**src/rtl/lfs_pkg.sv**
```systemverilog
package lfs_pkg;
  typedef enum logic [1:0] {
    ST_IDLE  = 2'd0,
    ST_FILL  = 2'd1,
    ST_WRITE = 2'd2
  } lfs_state_e;
endpackage

```
**src/rtl/lfs_timer.sv**
```systemverilog
module lfs_timer #(
  parameter int TW = 4
) (
  input  logic          clk,
  input  logic          rst_n,
  input  logic          load,
  input  logic [TW-1:0] val,
  output logic          last
);
  logic [TW-1:0] cnt_q, cnt_d;

  always_comb begin
    cnt_d = cnt_q;
    if (load)               cnt_d = val;
    else if (cnt_q != '0)   cnt_d = cnt_q - 1'b1;
  end

  always_ff @(posedge clk or negedge rst_n) begin
    if (!rst_n) cnt_q <= '0;
    else        cnt_q <= cnt_d;
  end

  assign last = (cnt_q == TW'(1));
endmodule

```
**src/rtl/lfs_wbuf.sv**
```systemverilog
module lfs_wbuf #(
  parameter int AW    = 32,
  parameter int DW    = 32,
  parameter int DEPTH = 4
) (
  input  logic          clk,
  input  logic          rst_n,
  input  logic          push,
  input  logic [AW-1:0] push_addr,
  input  logic [DW-1:0] push_data,
  input  logic          pop,
  output logic [AW-1:0] head_addr,
  output logic [DW-1:0] head_data,
  output logic          empty,
  output logic          full
);
  localparam int PW = (DEPTH > 1) ? $clog2(DEPTH) : 1;
  localparam int CW = PW + 1;

  logic [PW-1:0] wp_q, wp_d, rp_q, rp_d;
  logic [CW-1:0] cnt_q, cnt_d;
  logic [AW-1:0] mem_a [DEPTH];
  logic [DW-1:0] mem_d [DEPTH];

  function automatic logic [PW-1:0] ptr_inc(input logic [PW-1:0] p);
    return (p == PW'(DEPTH - 1)) ? '0 : p + 1'b1;
  endfunction

  always_comb begin
    wp_d  = push ? ptr_inc(wp_q) : wp_q;
    rp_d  = pop  ? ptr_inc(rp_q) : rp_q;
    cnt_d = cnt_q + CW'(push) - CW'(pop);
  end

  always_ff @(posedge clk or negedge rst_n) begin
    if (!rst_n) begin
      wp_q  <= '0;
      rp_q  <= '0;
      cnt_q <= '0;
    end else begin
      wp_q  <= wp_d;
      rp_q  <= rp_d;
      cnt_q <= cnt_d;
    end
  end

  for (genvar i = 0; i < DEPTH; i++) begin : g_ent
    logic en;
    assign en = push && (wp_q == PW'(i));
    always_ff @(posedge clk) begin
      if (en) begin
        mem_a[i] <= push_addr;
        mem_d[i] <= push_data;
      end
    end
  end

  assign head_addr = mem_a[rp_q];
  assign head_data = mem_d[rp_q];
  assign empty     = (cnt_q == '0);
  assign full      = (cnt_q == CW'(DEPTH));
endmodule

```
**src/rtl/line_fill_seq.sv**
```systemverilog
module line_fill_seq
  import lfs_pkg::*;
#(
  parameter int ADDR_W     = 32,
  parameter int DATA_W     = 32,
  parameter int LINE_BYTES = 16,
  parameter int TW         = 4,
  parameter int WB_DEPTH   = 4
) (
  input  logic              clk,
  input  logic              rst_n,
  input  logic [TW-1:0]     cfg_r,
  input  logic [TW-1:0]     cfg_b,
  input  logic [TW-1:0]     cfg_w,
  input  logic              rd_miss_vld,
  input  logic [ADDR_W-1:0] rd_miss_addr,
  output logic              rd_miss_stall,
  input  logic              acc_vld,
  input  logic [ADDR_W-1:0] acc_addr,
  output logic              acc_stall,
  input  logic              wr_vld,
  input  logic [ADDR_W-1:0] wr_addr,
  input  logic [DATA_W-1:0] wr_data,
  output logic              wr_stall,
  output logic              bus_req,
  output logic              bus_we,
  output logic [ADDR_W-1:0] bus_addr,
  output logic [DATA_W-1:0] bus_wdata,
  input  logic [DATA_W-1:0] bus_rdata,
  output logic              bus_take,
  output logic              line_we,
  output logic [1:0]        line_idx,
  output logic [DATA_W-1:0] line_data,
  output logic              fill_done,
  output logic              line_valid,
  output logic [ADDR_W-1:0] line_addr
);
  localparam int BYTES_PER = DATA_W / 8;
  localparam int BEATS     = LINE_BYTES / BYTES_PER;
  localparam int BW        = $clog2(BEATS);
  localparam int BOFF      = $clog2(BYTES_PER);
  localparam int OFF_W     = $clog2(LINE_BYTES);
  localparam int TAG_W     = ADDR_W - OFF_W;

  // reset: asserted asynchronously, released on a clock edge
  logic [1:0] rsync_q;
  logic       rst_i_n;
  always_ff @(posedge clk or negedge rst_n) begin
    if (!rst_n) rsync_q <= '0;
    else        rsync_q <= {rsync_q[0], 1'b1};
  end
  assign rst_i_n = rsync_q[1];

  // clamp each timing field to a minimum of one clock
  logic [TW-1:0] r_eff, b_eff, w_eff;
  assign r_eff = (cfg_r == '0) ? TW'(1) : cfg_r;
  assign b_eff = (cfg_b == '0) ? TW'(1) : cfg_b;
  assign w_eff = (cfg_w == '0) ? TW'(1) : cfg_w;

  lfs_state_e         st_q, st_d;
  logic [BW-1:0]      beat_q, beat_d;
  logic [TAG_W-1:0]   tag_q, tag_d;
  logic               done_q, done_d;
  logic               valid_q, valid_d;
  logic [ADDR_W-1:0]  cur_a_q, cur_a_d;
  logic [DATA_W-1:0]  cur_d_q, cur_d_d;

  logic t_load, t_last;
  logic [TW-1:0] t_val;
  logic wb_push, wb_pop, wb_empty, wb_full;
  logic [ADDR_W-1:0] wb_ha;
  logic [DATA_W-1:0] wb_hd;

  logic filling, dispatch_ok, fill_go, wr_go, capture, last_beat;

  assign filling     = (st_q == ST_FILL);
  assign dispatch_ok = (st_q == ST_IDLE) || ((st_q == ST_WRITE) && t_last);
  assign fill_go     = dispatch_ok && rd_miss_vld;
  assign wr_go       = dispatch_ok && !rd_miss_vld && !wb_empty;
  assign capture     = filling && t_last;
  assign last_beat   = capture && (beat_q == BW'(BEATS - 1));

  always_comb begin
    t_load = 1'b0;
    t_val  = b_eff;
    if (fill_go) begin
      t_load = 1'b1;
      t_val  = r_eff;
    end else if (wr_go) begin
      t_load = 1'b1;
      t_val  = w_eff;
    end else if (capture && !last_beat) begin
      t_load = 1'b1;
    end
  end

  always_comb begin
    st_d    = st_q;
    beat_d  = beat_q;
    tag_d   = tag_q;
    done_d  = last_beat;
    valid_d = valid_q;
    cur_a_d = cur_a_q;
    cur_d_d = cur_d_q;
    case (st_q)
      ST_FILL: begin
        if (capture)   beat_d = beat_q + 1'b1;
        if (last_beat) begin
          st_d    = ST_IDLE;
          valid_d = 1'b1;
        end
      end
      ST_WRITE: if (t_last) st_d = ST_IDLE;
      default: ;
    endcase
    if (fill_go) begin
      st_d    = ST_FILL;
      beat_d  = '0;
      tag_d   = rd_miss_addr[ADDR_W-1:OFF_W];
      valid_d = 1'b0;
    end else if (wr_go) begin
      st_d    = ST_WRITE;
      cur_a_d = wb_ha;
      cur_d_d = wb_hd;
    end
  end

  always_ff @(posedge clk or negedge rst_i_n) begin
    if (!rst_i_n) begin
      st_q    <= ST_IDLE;
      beat_q  <= '0;
      tag_q   <= '0;
      done_q  <= 1'b0;
      valid_q <= 1'b0;
      cur_a_q <= '0;
      cur_d_q <= '0;
    end else begin
      st_q    <= st_d;
      beat_q  <= beat_d;
      tag_q   <= tag_d;
      done_q  <= done_d;
      valid_q <= valid_d;
      cur_a_q <= cur_a_d;
      cur_d_q <= cur_d_d;
    end
  end

  lfs_timer #(.TW(TW)) u_tmr (
    .clk(clk), .rst_n(rst_i_n), .load(t_load), .val(t_val), .last(t_last)
  );

  logic wr_hit_fill, acc_hit_fill;
  assign wr_hit_fill  = filling && (wr_addr[ADDR_W-1:OFF_W] == tag_q);
  assign acc_hit_fill = filling && (acc_addr[ADDR_W-1:OFF_W] == tag_q);

  assign wr_stall = wr_vld && (wb_full || wr_hit_fill);
  assign wb_push  = wr_vld && !wr_stall;
  assign wb_pop   = wr_go;

  lfs_wbuf #(.AW(ADDR_W), .DW(DATA_W), .DEPTH(WB_DEPTH)) u_wb (
    .clk(clk), .rst_n(rst_i_n), .push(wb_push), .push_addr(wr_addr),
    .push_data(wr_data), .pop(wb_pop), .head_addr(wb_ha), .head_data(wb_hd),
    .empty(wb_empty), .full(wb_full)
  );

  assign rd_miss_stall = rd_miss_vld && !dispatch_ok;
  assign acc_stall     = acc_vld && acc_hit_fill;
  assign bus_req       = (st_q != ST_IDLE);
  assign bus_we        = (st_q == ST_WRITE);
  assign bus_addr      = filling ? {tag_q, beat_q, {BOFF{1'b0}}} : cur_a_q;
  assign bus_wdata     = cur_d_q;
  assign bus_take      = bus_req && t_last;
  assign line_we       = capture;
  assign line_idx      = 2'(beat_q);
  assign line_data     = bus_rdata;
  assign fill_done     = done_q;
  assign line_valid    = valid_q;
  assign line_addr     = {tag_q, {OFF_W{1'b0}}};
endmodule

```
**config.mk**
```make
export PLATFORM = sky130hd
export DESIGN_NAME = line_fill_seq
export DESIGN_NICKNAME = d
export VERILOG_FILES = /design/src/rtl/lfs_pkg.sv /design/src/rtl/lfs_timer.sv /design/src/rtl/lfs_wbuf.sv /design/src/rtl/line_fill_seq.sv
export SDC_FILE = /design/constraint.sdc
export NUM_CORES = 1
export LEC_CHECK = 0
export ABC_CLOCK_PERIOD_IN_PS = 9700
export BUFFER_PORTS_ARGS = -buffer_cell sky130_fd_sc_hd__buf_2
export CELL_PAD_IN_SITES_DETAIL_PLACEMENT = 1
export CELL_PAD_IN_SITES_GLOBAL_PLACEMENT = 1
export CORE_UTILIZATION = 40
export DETAILED_ROUTE_END_ITERATION = 6
export PLACE_DENSITY_LB_ADDON = 0.1
export SYNTH_ARGS = -nofsm -noshare
export SYNTH_HDL_FRONTEND = slang
export SYNTH_SLANG_ARGS = --single-unit
```
**constraint.sdc**
```tcl
create_clock -name clk -period 9.7 [get_ports clk]
set_input_delay 0.485 -clock clk [delete_from_list [all_inputs] [get_ports clk]]
set_output_delay 0.485 -clock clk [all_outputs]
set_load 0.01 [all_outputs]
```
[Word level (Yosys, flattened, before mapping)]
Memories as Yosys holds them, arrays and structs flattened. A register that Yosys moved wholly into a read port is not among the register bits.
Index checks and enable logic that the tools add are counted.
Cells by class
  reduce and logical (&&, ||, !) cells: 50
  mux-type cells: 50
  equal/unequal tests: 13
  add/subtract/negate cells: 6
  bitwise logic cells: 1
Operators by type and width (number)
  32-bit 2-to-1 mux: 7
  32-bit OR reduction: 6
  28-bit equality test: 2
  2-bit 2-to-1 mux: 15
  4-bit 2-to-1 mux: 7
  1-bit 2-to-1 mux: 20
  1-bit logical AND: 18
  4-bit zero test: 3
  2-bit equality test (second input constant): 5
  2-bit nonzero test: 5
  4-bit nonzero test: 2
  1-bit zero test: 7
  2-bit by 1-bit adder with 2-bit output (second input constant): 3
  2-bit AND reduction: 3
  2-bit by 1-bit equality test with 1-bit output (second input constant): 2
  4-bit by 1-bit equality test with 1-bit output (second input constant): 1
  2-bit zero test: 2
  4-bit by 1-bit != test with 1-bit output (second input constant): 1
  4-bit by 2-bit != test with 1-bit output (second input constant): 1
  2-bit case mux with 2 select lines: 1
  4-bit by 1-bit subtractor with 4-bit output (second input constant): 1
  3-bit by 1-bit adder with 3-bit output: 1
  3-bit equality test (second input constant): 1
  3-bit zero test: 1
  other kinds (4): 5
Word-level totals
  output and inout bits: 139
  memories: 2
  flip-flop bits (word level): 47
  logic and storage cells: 132
  RAM bits: 256
Memory list
  u_wb.mem_a: words 4, bits a word 32, read ports 1, clocked after Yosys merged registers in 1, wr ports 1, RTL line lfs_wbuf.sv:22  | logic [AW-1:0] mem_a [DEPTH];
  u_wb.mem_d: words 4, bits a word 32, read ports 1, clocked after Yosys merged registers in 1, wr ports 1, RTL line lfs_wbuf.sv:23  | logic [DW-1:0] mem_d [DEPTH];

[Longest topological paths before layout]
  depth in word-level cells: 13
  depth in mapped cells: 14
  gate-level depth less buffers: 13

[Modules after synthesis]
Synthesis repeated with hierarchy kept, for this count alone.
Second synthesis, totals
  cell total of the unflattened synthesis: 869
  area total of the unflattened synthesis: 15173.3 um^2
Modules (own cells, without submodules)
  lfs_wbuf: area an instance 9641.7 um^2, times used 1, cells each 370
  line_fill_seq: area an instance 5266.3 um^2, times used 1, cells each 475
  lfs_timer: area an instance 265.3 um^2, times used 1, cells each 24

[Least setup slack after synthesis]
Ideal clock, no wire load.
  path kind: flip-flop to flip-flop
  start point: register st_q[1]
  end point: memory u_wb.mem_a[0][0] (enable)
  required time: 9.271 ns
  setup time: 0.429 ns
  setup slack: 6.513 ns
  cell stages (with the launch flop): 8
  arrival: 2.758 ns
  buffers on the path: 1
  cell sequence: dfrtp_1 > inv_1 > ha_1 > clkbuf_1 > nand2_1 > nor4_1 > a21oi_1 > and2_1
RTL lines
  start, declared: RTL line line_fill_seq.sv:60  | lfs_state_e st_q, st_d;
  start signal, assigned: RTL line line_fill_seq.sv:138  | st_q <= st_d;
  2-bit by 1-bit equality test with 1-bit output: RTL line line_fill_seq.sv:76  | assign filling = (st_q == ST_FILL);
  1-bit logical AND: RTL line line_fill_seq.sv:153  | assign wr_hit_fill = filling && (wr_addr[ADDR_W-1:OFF_W] == tag_q);
  1-bit logical OR: RTL line line_fill_seq.sv:156  | assign wr_stall = wr_vld && (wb_full || wr_hit_fill);
  1-bit logical AND: RTL line line_fill_seq.sv:156
  1-bit zero test: RTL line line_fill_seq.sv:157  | assign wb_push = wr_vld && !wr_stall;
  1-bit logical AND: RTL line line_fill_seq.sv:157
  1-bit logical AND: RTL line lfs_wbuf.sv:49  | assign en = push && (wp_q == PW'(i));
  named net u_wb.g_ent[0].en: RTL line lfs_wbuf.sv:48  | logic en;
  1-bit 2-to-1 mux: RTL line lfs_wbuf.sv:51  | if (en) begin
  1-bit 2-to-1 mux (not written as such): RTL line lfs_wbuf.sv:52  | mem_a[i] <= push_addr;
  1-bit 2-to-1 mux (no line) (3 in a row)
  end, declared: RTL line lfs_wbuf.sv:22
The timed path passes the listed nets, and every way through them passes these cells.

[Final worst setup path]
  start point: register tag_q[5]
  end point: register u_wb.cnt_q[2]
On the way
  longest elaborated chain between the ends: 8
RTL lines
  start, declared: RTL line line_fill_seq.sv:62  | logic [TAG_W-1:0] tag_q, tag_d;
  start signal, assigned: RTL line line_fill_seq.sv:140  | tag_q <= tag_d;
  28-bit equality test: RTL line line_fill_seq.sv:153
  1-bit logical AND: RTL line line_fill_seq.sv:153
  1-bit logical OR: RTL line line_fill_seq.sv:156
  1-bit logical AND: RTL line line_fill_seq.sv:156
  1-bit zero test: RTL line line_fill_seq.sv:157
  1-bit logical AND: RTL line line_fill_seq.sv:157
  3-bit by 1-bit adder with 3-bit output: RTL line lfs_wbuf.sv:32  | cnt_d = cnt_q + CW'(push) - CW'(pop);
  3-bit by 1-bit subtractor with 3-bit output: RTL line lfs_wbuf.sv:32
  named net u_wb.cnt_d[2]: RTL line lfs_wbuf.sv:21  | logic [CW-1:0] cnt_q, cnt_d;
  end signal, assigned: RTL line lfs_wbuf.sv:43  | cnt_q <= cnt_d;
  end, declared: RTL line lfs_wbuf.sv:21
The timed path passes the listed nets, and every way through them passes these cells.
A chain may end at the register's enable or synchronous reset.

==> impl_metrics.tcl <==
set metrics [dict create \
    clk_pin_slew_ps 60 \
    cts_setup_buffers 0 \
    cp-start-kind "flip-flop" \
    slew_viol_final 0 \
    critPathKind "flip-flop to flip-flop" \
    die_h_um 197 \
    drive_above_1_share_pct 39.6 \
    drc_errors 0 \
    grt_pass1_wl_mm 56.2 \
    syn_inst 870 \
    synth_top_area_share_pct 50.7 \
    p_int_mw 4.06 \
    routed_wl_mm 37.4 \
    arrival_ps 4020 \
    fmax_mhz 281 \
    grt_start_max_net_pins 58 \
    power_frac_comb_pct 30.6 \
    fin_tns_setup_ps 0 \
    wire_per_inst_um 22.8 \
    max_cap_violations 0 \
    crit_required_ps 10160 \
    slew_headroom_pct 43.0 \
    yosysMostFrequentCell "edfxtp_1" \
    p_per_area_nw_per_um2 329 \
    grt_antenna_before_repair 8 \
    synth_warnings 0 \
    ios 316 \
    hold_path_class "input pin to flip-flop" \
    cts_buffers 42 \
    finalNonFillerCells 1642 \
    sw_frac_of_total_pct 32.0 \
    crit_fanout 7 \
    portBuffers 239 \
    antenna_left 0 \
    ys_async_sr_fraction_pct 30.2 \
    p_switching_mw 1.91 \
    ys_ff_latch 367 \
    outcome "finished clean" \
    grt_usage_pct 19.7 \
    synth.avg_cell_area_um2 17.4 \
    fin_crit_sh_pct 36.6 \
    ctsResizeCount 0 \
    ys_types 47 \
    hold_viol_final 0 \
    fin_crit_ps 3550 \
    synth_commonest_cells "256 x edfxtp_1, 111 x dfrtp_1, 95 x nand2_1" \
    fp-row-count 70 \
    dieArea_um2 38700 \
    cts_tree "done" \
    initial_core_util_pct 41.0 \
    synthTopCellsByArea "edfxtp_1 51%, dfrtp_1 18%, mux4_2 9.5%" \
    p_leak_nw 7.00 \
    place.gp.congestion 0.753 \
    fp.coreArea_um2 37000 \
    power_frac_clock_pct 27.6 \
    clock-root-buffer "clkbuf_16" \
    die_w_um 197 \
    synth_edf_count 256 \
    area.growth.synth_to_final_pct 19.5 \
    dpl_worst_slack_ps 5970 \
    peakVddDrop_v 0.000176 \
    synth_ff_type "edfxtp_1" \
    seq_area_frac_synth_pct 69.0 \
    sequentialPowerShare_pct 41.8 \
    drt_iter0_drc 341 \
    firstDrtPassIters 4 \
    finalClockSkew_ps 20.0 \
    hpwl_mm 24.0 \
    cts_buffer_depth 3 \
    grt-ovfl-total 0 \
    netlist_area_um2 15200 \
    fin_ws_ps 6150 \
    grt_pass1_vias 9050 \
    dp_cells 1559 \
    post_drt_via_cell_ratio 5.05 \
    cts_sinks 367 \
    insertion_delay_ps 540 \
    nets 1292 \
    synth.largest_area_cell "edfxtp_1" \
    worstMarginPinSlew_ps 855 \
    finalSetupViolations 0 \
    htreeDepth 2 \
    cp-end-kind "flip-flop" \
    vias 8284 \
    rsz0062_at_grt "no" \
]
-- worst max-delay path, cell delays in order (launching register included) --
cell and delay [ps]:
dfrtp_1 550, xnor2_1 410, nand4_1 180, nor4_1 630, a21oi_1 380, inv_1 130, ha_1 230, inv_1 50
ha_1 120, inv_1 50, fa_1 410, xnor2_1 190, xnor2_1 140
-- metrics by stage --
step / area (um^2) / utilization, % / hold WS [ps] / power (mW)
after floorplan: 15200 / - / 189 / 3.68
after global placement: 16600 / 45.0 / 270 / 4.36
final: 18100 / 49.0 / 146 / 5.96
after CTS: 18100 / 49.0 / 115 / 6.08
after global routing: 18100 / 49.0 / 140 / 6.30
after detailed placement: 16600 / 45.0 / 271 / 4.40
-- cell type report --
class,count,area (um^2)
Tap cell,504,631
Timing Repair Buffer,252,1300
Clock inverter,18,215
Clock buffer,60,1250
Antenna cell,4,10.0
Inverter,14,53.8
Multi-Input combinational cell,423,4180
Sequential cell,367,10500
Fill cell,3632,18800
-- cells in the final DEF, fill, tap and decap left out, types with 2 or more instances in the layout --
cell        Yosys  layout
inv_1          13      13
o21ai_0         7       7
nand4_1        10      10
mux4_2         64      64
xnor2_1        40      40
a21oi_1         9       9
xor2_1         21      21
mux2i_1         3       3
and2_4          0       4
o21a_1          2       2
dfrtp_4         0       3
buf_2           6     239
clkbuf_1       15       8
diode_2         0       4
clkinvlp_4      0       2
o22a_1          2       2
nor3b_1         2       2
clkinv_2        0       8
nor2b_1         2       2
mux2_1         40      40
dfrtp_1       111     108
nand2_1        95      95
or3_1           2       2
mux2_2         56      56
clkbuf_8        0       7
bufinv_16       0       5
conb_1          2       5
clkbuf_16       0      45
clkinv_1        0       4
ha_1           14      13
nor2_1         10      10
nor3_1          8       8
nor4_1          8       8
and2_1          7       3
buf_4          39      12
edfxtp_1      256     256
-- sequential cells by signal, indices dropped and copies added, names as in the netlist --
register,count
u_tmr.cnt_q,4
u_wb.mem_d,128
line_valid,1
line_idx,2
fill_done,1
tag_q,28
st_q,2
cur_a_q,32
u_wb.wp_q,2
rsync_q,2
u_wb.cnt_q,3
bus_wdata,32
u_wb.rp_q,2
u_wb.mem_a,128
-- worst paths after layout --
path / from / cells past startpoint / end / slack (ps)
worst min register to register: rsync_q[0]$_DFF_PN0_ / 0 / rsync_q[1]$_DFF_PN0_ / 350
worst max-delay path: tag_q[5]$_DFFE_PN0P_ / 12 / u_wb.cnt_q[2]$_DFF_PN0_ / 6150
worst min-delay path: rd_miss_addr[27] / 3 / tag_q[23]$_DFFE_PN0P_ / 150
max in group asynchronous: rsync_q[1]$_DFF_PN0_ / 1 / u_wb.rp_q[1]$_DFFE_PN0P_ / 7830
min in group asynchronous: rst_n / 2 / rsync_q[1]$_DFF_PN0_ / 270
worst max register to register: tag_q[5]$_DFFE_PN0P_ / 12 / u_wb.cnt_q[2]$_DFF_PN0_ / 6150
-- cell families after synthesis --
group	share of synthesized area, %
other	0.0495
AND/OR/NAND/NOR	4.64
AO/OA/AOI/OAI	1.04
adder cells (fa/ha/maj)	1.29
multiplexers	16.8
buffers and inverters	3.57
XOR/XNOR	3.52
flip-flops	69.0
-- per-layer routing --
layer | track usage [%] | share of wire (%) | up-vias
met5 | 0 | 0.15 | -
met4 | 6.03 | 2.2 | 8
met3 | 5.27 | 6.4 | 64
met2 | 32.6 | 48 | 234
met1 | 25.3 | 43 | 4277
li1 | - | - | 3701
-- timing repair --
item / 4_1_cts / 5_1_grt
hold endpoints to repair: 2 / 0
hold buffers: 1 / 0
endpoints found under the setup margin: 0 / 0
-- power groups by stage --
stage               logic, mW  clock network, mW  registers [mW]
CTS                      1.87               1.70            2.51
finish                   1.82               1.65            2.49
detailed placement       1.87                  0            2.53
global placement         1.84                  0            2.52
floorplan                1.25                  0            2.43
global route             2.00               1.75            2.56
Power figures use the tool's default switching activity.
